==> src/rtl/mdio_pkg.sv <==
package mdio_pkg;
  localparam int unsigned ADR_W    = 5;
  localparam int unsigned DAT_W    = 16;
  localparam int unsigned PRE_BITS = 32;

  // bit-time positions of each field inside a frame
  localparam int unsigned POS_ST   = PRE_BITS;
  localparam int unsigned POS_OP   = POS_ST + 2;
  localparam int unsigned POS_PHY  = POS_OP + 2;
  localparam int unsigned POS_REG  = POS_PHY + ADR_W;
  localparam int unsigned POS_TA   = POS_REG + ADR_W;
  localparam int unsigned POS_DAT  = POS_TA + 2;
  localparam int unsigned POS_END  = POS_DAT + DAT_W;
  localparam int unsigned FRAME_BITS = POS_END + 1;
  localparam int unsigned IDX_W    = $clog2(FRAME_BITS);

  typedef logic [IDX_W-1:0] bit_idx_t;

  typedef enum logic {OP_RD = 1'b0, OP_WR = 1'b1} mdio_op_e;

  typedef struct packed {
    mdio_op_e           op;
    logic [ADR_W-1:0]   phy;
    logic [ADR_W-1:0]   regn;
    logic [DAT_W-1:0]   wdata;
  } mdio_req_t;

  // does the master own the line during this bit time
  function automatic logic drives_line(bit_idx_t idx, mdio_op_e op);
    int unsigned i;
    i = 32'(idx);
    if (i < POS_TA) return 1'b1;
    if (i >= POS_DAT && i < POS_END) return (op == OP_WR);
    return 1'b0;
  endfunction

  // is this bit time one whose sample lands in the read result
  function automatic logic captures_bit(bit_idx_t idx, mdio_op_e op);
    int unsigned i;
    i = 32'(idx);
    return (op == OP_RD) && (i >= POS_DAT) && (i < POS_END);
  endfunction

  // value presented on the data line for a bit time
  function automatic logic frame_bit(bit_idx_t idx, mdio_req_t rq);
    int unsigned i;
    logic [ADR_W-1:0] a;
    logic [DAT_W-1:0] d;
    i = 32'(idx);
    if (i < POS_ST)     return 1'b1;
    if (i == POS_ST)    return 1'b0;
    if (i == POS_ST+1)  return 1'b1;
    if (i == POS_OP)    return (rq.op == OP_RD);
    if (i == POS_OP+1)  return (rq.op == OP_WR);
    if (i < POS_REG) begin
      a = rq.phy >> (ADR_W - 1 - (i - POS_PHY));
      return a[0];
    end
    if (i < POS_TA) begin
      a = rq.regn >> (ADR_W - 1 - (i - POS_REG));
      return a[0];
    end
    if (i >= POS_DAT && i < POS_END && rq.op == OP_WR) begin
      d = rq.wdata >> (DAT_W - 1 - (i - POS_DAT));
      return d[0];
    end
    return 1'b0;
  endfunction
endpackage

==> src/rtl/mdio_phase_gen.sv <==
module mdio_phase_gen #(
  parameter int unsigned CLK_DIV = 1
) (
  input  logic clk,
  input  logic rst_n,
  input  logic run,
  output logic mdc_hi,
  output logic lo_end,
  output logic hi_end
);
  localparam int unsigned CNT_W = (CLK_DIV < 1) ? 1 : $clog2(CLK_DIV + 1);
  localparam logic [CNT_W-1:0] CNT_LAST = CNT_W'(CLK_DIV);

  logic [CNT_W-1:0] cnt;
  logic             half_hi;
  logic             half_last;

  assign half_last = run && (cnt == CNT_LAST);
  assign lo_end    = half_last && !half_hi;
  assign hi_end    = half_last && half_hi;
  assign mdc_hi    = half_hi;

  always_ff @(posedge clk) begin
    if (!rst_n || !run) begin
      cnt     <= '0;
      half_hi <= 1'b0;
    end else if (half_last) begin
      cnt     <= '0;
      half_hi <= !half_hi;
    end else begin
      cnt     <= cnt + CNT_W'(1);
    end
  end


  one_end_chk: assert property (@(posedge clk) disable iff (!rst_n)
    $onehot0({lo_end, hi_end}));

  half_hold_chk: assert property (@(posedge clk) disable iff (!rst_n)
    (run && !half_last) |=> $stable(mdc_hi));

  half_flip_chk: assert property (@(posedge clk) disable iff (!rst_n)
    (run && half_last) |=> (mdc_hi != $past(mdc_hi)));
endmodule

==> src/rtl/mdio_frame_ctrl.sv <==
module mdio_frame_ctrl
  import mdio_pkg::*;
(
  input  logic      clk,
  input  logic      rst_n,
  input  logic      start,
  input  mdio_req_t req_in,
  input  logic      hi_end,
  output logic      busy,
  output logic      done,
  output bit_idx_t  idx,
  output mdio_req_t req_q
);
  localparam bit_idx_t IDX_LAST = bit_idx_t'(POS_END);

  logic accept;
  logic last_bit_end;

  assign accept       = start && !busy;
  assign last_bit_end = busy && hi_end && (idx == IDX_LAST);

  always_ff @(posedge clk) begin
    if (!rst_n) begin
      busy  <= 1'b0;
      done  <= 1'b0;
      idx   <= '0;
      req_q <= '0;
    end else begin
      done <= 1'b0;
      if (accept) begin
        busy  <= 1'b1;
        idx   <= '0;
        req_q <= req_in;
      end else if (last_bit_end) begin
        busy <= 1'b0;
        done <= 1'b1;
        idx  <= '0;
      end else if (busy && hi_end) begin
        idx <= idx + bit_idx_t'(1);
      end
    end
  end


  busy_req_hold_chk: assert property (@(posedge clk) disable iff (!rst_n)
    busy |=> $stable(req_q));

  done_pulse_chk: assert property (@(posedge clk) disable iff (!rst_n)
    done |=> !done);

  done_at_end_chk: assert property (@(posedge clk) disable iff (!rst_n)
    done |-> (!busy && $past(busy)));

  idx_hold_chk: assert property (@(posedge clk) disable iff (!rst_n)
    (busy && !hi_end) |=> $stable(idx));
endmodule

==> src/rtl/mdio_rx_capture.sv <==
module mdio_rx_capture #(
  parameter int unsigned DW = 16
) (
  input  logic          clk,
  input  logic          rst_n,
  input  logic          capture_en,
  input  logic          mdi,
  output logic [DW-1:0] rdata
);
  always_ff @(posedge clk) begin
    if (!rst_n)          rdata <= '0;
    else if (capture_en) rdata <= {rdata[DW-2:0], mdi};
  end


  rd_hold_chk: assert property (@(posedge clk) disable iff (!rst_n)
    !capture_en |=> $stable(rdata));

  rd_shift_chk: assert property (@(posedge clk) disable iff (!rst_n)
    capture_en |=> (rdata[0] == $past(mdi)));
endmodule

==> src/rtl/mdio_master.sv <==
module mdio_master
  import mdio_pkg::*;
#(
  parameter int unsigned CLK_DIV = 1
) (
  input  logic              clk,
  input  logic              rst_n,
  input  logic              start,
  input  logic              wr_op,
  input  logic [ADR_W-1:0]  phy_addr,
  input  logic [ADR_W-1:0]  reg_addr,
  input  logic [DAT_W-1:0]  wr_data,
  output logic              busy,
  output logic              done,
  output logic [DAT_W-1:0]  rd_data,
  output logic              mdc,
  output logic              mdio_o,
  output logic              mdio_oe,
  input  logic              mdio_i
);
  mdio_req_t req_in;
  mdio_req_t req_q;
  bit_idx_t  idx;
  logic      mdc_hi;
  logic      lo_end;
  logic      hi_end;
  logic      drive_now;
  logic      capture_en;

  assign req_in.op    = wr_op ? OP_WR : OP_RD;
  assign req_in.phy   = phy_addr;
  assign req_in.regn  = reg_addr;
  assign req_in.wdata = wr_data;

  mdio_phase_gen #(.CLK_DIV(CLK_DIV)) u_phase (
    .clk    (clk),
    .rst_n  (rst_n),
    .run    (busy),
    .mdc_hi (mdc_hi),
    .lo_end (lo_end),
    .hi_end (hi_end)
  );

  mdio_frame_ctrl u_ctrl (
    .clk    (clk),
    .rst_n  (rst_n),
    .start  (start),
    .req_in (req_in),
    .hi_end (hi_end),
    .busy   (busy),
    .done   (done),
    .idx    (idx),
    .req_q  (req_q)
  );

  assign drive_now  = busy && drives_line(idx, req_q.op);
  assign capture_en = busy && hi_end && captures_bit(idx, req_q.op);

  mdio_rx_capture #(.DW(DAT_W)) u_rx (
    .clk        (clk),
    .rst_n      (rst_n),
    .capture_en (capture_en),
    .mdi        (mdio_i),
    .rdata      (rd_data)
  );

  assign mdc     = busy && mdc_hi;
  assign mdio_oe = drive_now;
  assign mdio_o  = drive_now && frame_bit(idx, req_q);


  idle_quiet_chk: assert property (@(posedge clk) disable iff (!rst_n)
    !busy |-> (!mdc && !mdio_o && !mdio_oe));

  data_steady_chk: assert property (@(posedge clk) disable iff (!rst_n)
    (busy && !hi_end) |=> ($stable(mdio_o) && $stable(mdio_oe)));

  preamble_chk: assert property (@(posedge clk) disable iff (!rst_n)
    (busy && (32'(idx) < PRE_BITS)) |-> (mdio_oe && mdio_o));

  turnaround_chk: assert property (@(posedge clk) disable iff (!rst_n)
    (busy && (32'(idx) >= POS_TA) && (32'(idx) < POS_DAT)) |-> (!mdio_oe && !mdio_o));

  last_bit_chk: assert property (@(posedge clk) disable iff (!rst_n)
    (busy && (32'(idx) == POS_END)) |-> !mdio_oe);

  lo_no_capture_chk: assert property (@(posedge clk) disable iff (!rst_n)
    lo_end |-> !capture_en);
endmodule

==> config.mk <==
export PLATFORM = sky130hd
export DESIGN_NAME = mdio_master
export DESIGN_NICKNAME = d
export VERILOG_FILES = /design/src/rtl/mdio_pkg.sv /design/src/rtl/mdio_phase_gen.sv /design/src/rtl/mdio_frame_ctrl.sv /design/src/rtl/mdio_rx_capture.sv /design/src/rtl/mdio_master.sv
export SDC_FILE = /design/constraint.sdc
export NUM_CORES = 1
export LEC_CHECK = 0
export BUFFER_PORTS_ARGS = -buffer_cell sky130_fd_sc_hd__buf_2
export CAP_MARGIN = 20
export CELL_PAD_IN_SITES_DETAIL_PLACEMENT = 0
export CELL_PAD_IN_SITES_GLOBAL_PLACEMENT = 1
export CORE_MARGIN = 2
export CORE_UTILIZATION = 25
export DETAILED_ROUTE_END_ITERATION = 8
export PLACE_DENSITY_LB_ADDON = 0.1
export SYNTH_ARGS = -nofsm -noshare
export SYNTH_HDL_FRONTEND = slang
export SYNTH_SLANG_ARGS = --single-unit
==> constraint.sdc <==
create_clock -name clk -period 2.42 [get_ports clk]
set_clock_uncertainty 0.15 [all_clocks]
set_input_delay 0.242 -clock clk [delete_from_list [all_inputs] [get_ports clk]]
set_output_delay 0.242 -clock clk [all_outputs]
set_load 0.02 [all_outputs]
==> results of run 1 <==
-- layout make-up --
cell class	count	area [µm²]	share of cell area, %
clock inverter	1	8.76	0.219
inverter	11	43.8	1.10
sequential	54	1090	27.3
clock buffer	7	108	2.69
timing repair buffer	131	938	23.5
multi-input combinational	215	1640	40.9
tap	140	175	4.38
-- per-stage QoR --
step | worst slack, ns | power, mW
2_1_floorplan | -0.0780 | 1.05
3_3_place_gp | -0.205 | 1.12
3_5_place_dp | -0.210 | 1.12
4_1_cts | -0.525 | 1.79
5_1_grt | -0.587 | 1.84
6_report | -0.510 | 1.75
-- kinds of logic (layout without fill, tap and decap cells) --
family,Yosys count,after routing,share of synthesized area (%)
flops,54,54,39.2
buf+inv,26,150,4.40
xor+xnor,13,13,4.13
compound gates,74,74,19.8
mux,9,9,6.80
fa+ha+maj,17,17,7.71
simple gates,102,102,18.0
-- worst paths after layout --
| check | endpoint | from | depth (start not counted) | slack (ns) |
|---|---|---|---|---|
| setup / recovery | mdio_o | u_ctrl.idx[2] | 7 | -0.51 |
| hold / removal | u_ctrl.req_q[26] | wr_op | 3 | 0.03 |
| setup reg to reg | u_ctrl.idx[1] | u_ctrl.idx[2] | 8 | 0.50 |
| hold reg to reg | u_rx.rdata[15] | u_rx.rdata[15] | 2 | 0.31 |
-- worst max-delay path, cell delays in order, from the launching register on --
cell	delay (ns)
dfxtp_4	0.39
or4_4	0.57
a2111oi_4	0.34
a31oi_1	0.08
a2111o_1	0.38
a31o_1	0.22
o41ai_4	0.06
buf_4	0.19
-- registers in the layout, indices dropped and copies added, names as in the netlist --
| signal | flops |
|---|---|
| u_ctrl.idx | 7 |
| u_ctrl.busy | 1 |
| u_rx.rdata | 16 |
| u_phase.cnt | 1 |
| u_phase.mdc_hi | 1 |
| u_ctrl.done | 1 |
| u_ctrl.req_q | 27 |
-- power breakdown --
part	internal, mW	switching (mW)
clock network	0.300	0.320
logic	0.106	0.0794
registers	0.923	0.0242
total	1.33	0.424
-- per-layer routing --
metal | GRT usage (%) | vias to the layer above | part of all wire [%] | wire (µm)
met5 | 0 | - | 0 | 0
met4 | 3.85 | 0 | 1.6 | 128
met3 | 2.21 | 11 | 2.8 | 221
met2 | 22.0 | 46 | 46 | 3600
met1 | 18.6 | 1201 | 49 | 3870
li1 | - | 1305 | - | -
-- cells in the final DEF, fill, tap and decap left out, types with 2 or more instances in the layout --
| cell | count |
|---|---|
| xnor2_1 | 11 |
| dfxtp_2 | 4 |
| a21oi_1 | 20 |
| o21ai_0 | 5 |
| dlygate4sd3_1 | 27 |
| nand3_1 | 4 |
| a31oi_1 | 3 |
| mux4_2 | 5 |
| clkbuf_8 | 6 |
| mux2i_1 | 2 |
| nand2_1 | 47 |
| nand4_1 | 5 |
| buf_4 | 53 |
| nor2_1 | 14 |
| nor2b_4 | 2 |
| and3_1 | 2 |
| a21oi_2 | 2 |
| or3_2 | 2 |
| nand2b_1 | 5 |
| nand3b_1 | 2 |
| a22o_1 | 26 |
| or3_1 | 2 |
| nor3_1 | 4 |
| ha_2 | 2 |
| dfxtp_1 | 49 |
| a31o_1 | 2 |
| ha_1 | 15 |
| inv_1 | 8 |
| buf_2 | 50 |
| and2_1 | 3 |
-- repair_timing --
item | 4_1_cts | 5_1_grt
hold buffers | 27 | 0
pin swaps | 3 | 2
setup buffers | 1 | 0
cloned | 0 | 0
resized for setup | 8 | 4
endpoints found under the setup margin | 1 | 1
hold endpoints to repair | 27 | 0
==> impl_metrics.ini, run 1 <==
[status]
outcome = complete, but fails checks
violations = negative setup slack

[global_routing]
grt_pass1_vias = 2513
antenna_found_initial = 0
grt_usage_pct = 13.6
grt_max_degree = 29
grt_pass1_wl_mm = 12.5
grt_overflow = 0

[logic_synthesis]
synth_common_cells = dfxtp_1, nand2_1, a22o_1
ys_async_sr_fraction_pct = 0
seq_area_frac_synth_pct = 39.2
avgSynthCellArea_um2 = 9.36
netlist_area_mm2 = 0.00276
synthDistinctLibCells = 56
yosysTopAreaCell = dfxtp_1
yosys_warnings = 0
synth_top_area_share_pct = 39.2
synth_edf_count = 0
syn-instance-count = 295
synth_fp_nets = 343
ys_seq_elements = 54
synthTopCellsByArea = dfxtp_1, a22o_1, ha_1
synth_ff_type = dfxtp_1
synth_most_common_cell = dfxtp_1

[worst_setup_path]
worst-path-max-fanout = 5
worstSetupEndpointType = output pin
critical_path_arrival_ns = 2.54
worst-setup-path-type = flop to output pin
crit_required_ns = 2.03
start_kind = flop

[placement]
place_inst = 523
hpwl_mm = 5.88
gp_congestion = 0.805
place_area_mm2 = 0.00356
io_buffers = 51

[timing]
finalHoldViolCount = 0
finalCriticalPeriod_ns = 2.93
tightest_slew_ns = 0.392
slew_violations = 0
post-route-period-util_pct = 121
hold-worst-slack_ns = 0.0341
fin_ws_ns = -0.510
rsz0062_at_grt = true
relSlewSlack_pct = 73.7
setup_viol_count_final = 1
fin_tns_setup_ns = -0.510
fmax_mhz = 341

[layout]
diodes = 0
utilization_pct = 37.1
nNetsFinal = 466
drive_above_1_share_pct = 34.8
fillers = 1110
stdcell_count = 559
design_area_mm2 = 0.00400
area_growth_pct = 44.9

[clock_tree]
cts_tree = built
cts_num_sinks = 54
h-tree-depth = 2
cts_root_buf = clkbuf_8
cts-buffers-inserted = 5
clk_pin_slew_ns = 0.11
clockBufferDepth = 2
insertion_delay_ns = 0.32

[floorplan]
start_util_pct = 25.6
core-area_mm2 = 0.0108
die_w_um = 109
pin_count = 52
rows = 38
die_area_mm2 = 0.0119
die_h_um = 109

[detailed_routing]
drt-pass1-iter-count = 4
postRouteAntennaNets = 0
via_per_inst = 4.58
first_iter_violations = 79
routed_wl_mm = 7.82
vias = 2563
wl_per_cell_um = 14.0
drc = 0

[pwr]
irDropWorstVdd_uv = 289
cellLeakagePower_nw = 1.71
power.density_mw_per_mm2 = 438

[job]
drv_cap = 0

[worst_hold_path]
hp-class = primary input to flop
(Power assumes the default switching activity.)
==> run 2: changes to the inputs <==
--- a/config.mk
+++ b/config.mk
@@ -6,10 +6,9 @@
 export NUM_CORES = 1
 export LEC_CHECK = 0
 export BUFFER_PORTS_ARGS = -buffer_cell sky130_fd_sc_hd__buf_2
-export CAP_MARGIN = 20
 export CELL_PAD_IN_SITES_DETAIL_PLACEMENT = 0
 export CELL_PAD_IN_SITES_GLOBAL_PLACEMENT = 1
-export CORE_MARGIN = 2
+export CORE_MARGIN = 4
 export CORE_UTILIZATION = 25
 export DETAILED_ROUTE_END_ITERATION = 8
 export PLACE_DENSITY_LB_ADDON = 0.1
==> constraint.sdc (replaced) <==
create_clock -name clk -period 3 [get_ports clk]
set_clock_uncertainty 0.15 [all_clocks]
set_input_delay 0.3 -clock clk [delete_from_list [all_inputs] [get_ports clk]]
set_output_delay 0.3 -clock clk [all_outputs]
set_load 0.02 [all_outputs]
==> run 2 against run 1 <==
Compared with the run above:
- the flow now finishes without violations
- flip-flop and latch count unchanged
- clock power down 33%
- via count down 11%
- first-iteration DRC count up 11%
- clock-buffer cell count down 2
- design area down 13%
- final cell count down 10%
==> impl_metrics.ini, run 2 (synthesized netlist as in run 1, its figures left out) <==
[worst_setup_path]
start_kind = flop
rr_worst_depth = 8
regToRegStartpoint = u_ctrl.idx[1]
worst-setup-path-type = flop to output pin
crit_required_ns = 2.55
crit_buf_inv = 2
critical_path.top_delay_family = compound AO/OA/AOI/OAI gates
worstSetupEndpointType = output pin
path_cells = buf_6 > or4_4 > a2111oi_4 > a31oi_1 > a2111o_1 > a31o_1 > o41ai_2 > buf_4
worst-path-max-fanout = 3
reg2reg_to = u_ctrl.idx[5]
critical_path_arrival_ns = 2.52
critPathSlowestCell = or4_4
rrSetupSlack_ns = 1.11
worst_path_largest_cell_delay_ns = 0.54

[status]
outcome = completed

[placement]
io_buffers = 51
hpwl_mm = 5.44
gp_congestion = 0.894
place_inst = 488

[layout]
stdcell_count = 501
utilization_pct = 32.0
final_common_cell = buf_2
nNetsFinal = 409
drive_above_1_share_pct = 32.1
area_growth_pct = 25.5
layout_common_cells = buf_2, dfxtp_1, nand2_1
top_register = u_ctrl.req_q
reg_top3 = u_ctrl.req_q x27, u_rx.rdata x16, u_ctrl.idx x7
largest_reg_flops = 27
diodes = 0

[timing]
setup_viol_count_final = 0
fmax_mhz = 337
slew_violations = 0
hold-worst-slack_ns = 0.0360
tightest_slew_ns = 0.528
finalCriticalPeriod_ns = 2.97
post-route-period-util_pct = 99.1
relSlewSlack_pct = 64.6
finalHoldViolCount = 0
rsz0062_at_grt = true

[global_routing]
grt_usage_pct = 12.1
grt_pass1_wl_mm = 12.3
grt_overflow = 0
antenna_found_initial = 0
grt_pass1_vias = 2348
grt_max_degree = 29

[detailed_routing]
via_per_inst = 4.56
vias = 2287
routed_wl_mm = 7.44
drc = 0
drt-pass1-iter-count = 6
wl_per_cell_um = 14.9
first_iter_violations = 88
postRouteAntennaNets = 0

[clock_tree]
cts_root_buf = clkbuf_8
cts_num_sinks = 54
insertion_delay_ns = 0.31
cts-buffers-inserted = 5
h-tree-depth = 2
clk_pin_slew_ns = 0.10
cts_tree = built
clockBufferDepth = 2

[pwr]
pwr-share-seq_pct = 59.0
swShare_pct = 25.4
cellLeakagePower_nw = 1.40
p_total_mw = 1.29
irDropWorstVdd_uv = 195
power.density_mw_per_mm2 = 373
p_clk_share_pct = 32.1
comb_power_share_pct = 8.9
power_switching_mw = 0.328
p_int_mw = 0.964

[floorplan]
pin_count = 52
die_area_mm2 = 0.0128
rows = 38
core-area_mm2 = 0.0108
start_util_pct = 25.5
die_h_um = 113
die_w_um = 113

[worst_hold_path]
hp-class = primary input to flop
hp-start = reg_addr[2]
worstHoldPathCells = 2
holdPathEnd = u_ctrl.req_q[18]

[job]
drv_cap = 0
==> run 2: cell count changes in the layout (fill, tap and decap cells not counted), moves of 2 or more <==
cell and change:
ha_4 +2, dlygate4sd3_1 -27, nor2b_4 -2, ha_1 -5, ha_2 +3, buf_4 -32
buf_6 +3
==> run 2: area by class of cell <==
class                      count  area, µm²
sequential                    54       1090
clock buffer                   5       68.8
clock inverter                 2       13.8
fill                        1186       7380
multi-input combinational    215       1630
tap                          140        175
timing repair buffer          74        442
inverter                      11       43.8
==> run 2: worst max path at each step <==
stage                              from  endpoint  slack (ns)  depth (start not counted)
final                     u_ctrl.idx[2]    mdio_o        0.03                          8
after global routing      u_ctrl.idx[2]    mdio_o       -0.07                          8
after CTS                 u_ctrl.idx[3]    mdio_o       -0.04                          8
after detailed placement  u_ctrl.idx[3]    mdio_o        0.18                          8
after global placement    u_ctrl.idx[3]    mdio_o        0.20                          8
after floorplan           u_ctrl.idx[0]    mdio_o        0.12                          9
==> run 2: power groups by stage <==
stage	clock (mW)	sequential, mW	combinational, mW
after detailed placement	0	0.781	0.116
after global routing	0.463	0.767	0.128
after CTS	0.440	0.763	0.116
final	0.415	0.762	0.115
after floorplan	0	0.776	0.0689
after global placement	0	0.780	0.116
==> run 2: routing by layer <==
layer	part of all wire [%]	up-vias	wire length (µm)	GRT usage, %
li1	-	1186	-	-
met2	45	43	3370	18.7
met1	49	1050	3650	16.6
met5	0	-	0	0
met3	3.9	8	293	2.73
met4	1.7	0	129	3.93
==> run 2: through the flow <==
step	setup slack [ns]	cell area, µm²	setup TNS (ns)
global route	-0.0739	3460	-0.0739
CTS	-0.0387	3420	-0.0387
global placement	0.199	3250	0
finish	0.0284	3460	0
detailed placement	0.185	3250	0
floorplan	0.118	2770	0
==> run 2: repair_timing <==
action / 4_1_cts / 5_1_grt
buffers inserted: 6 / 0
pin swaps: 3 / 3
hold buffers: 0 / 0
endpoints found under the setup margin: 1 / 1
gates resized for setup: 15 / 12
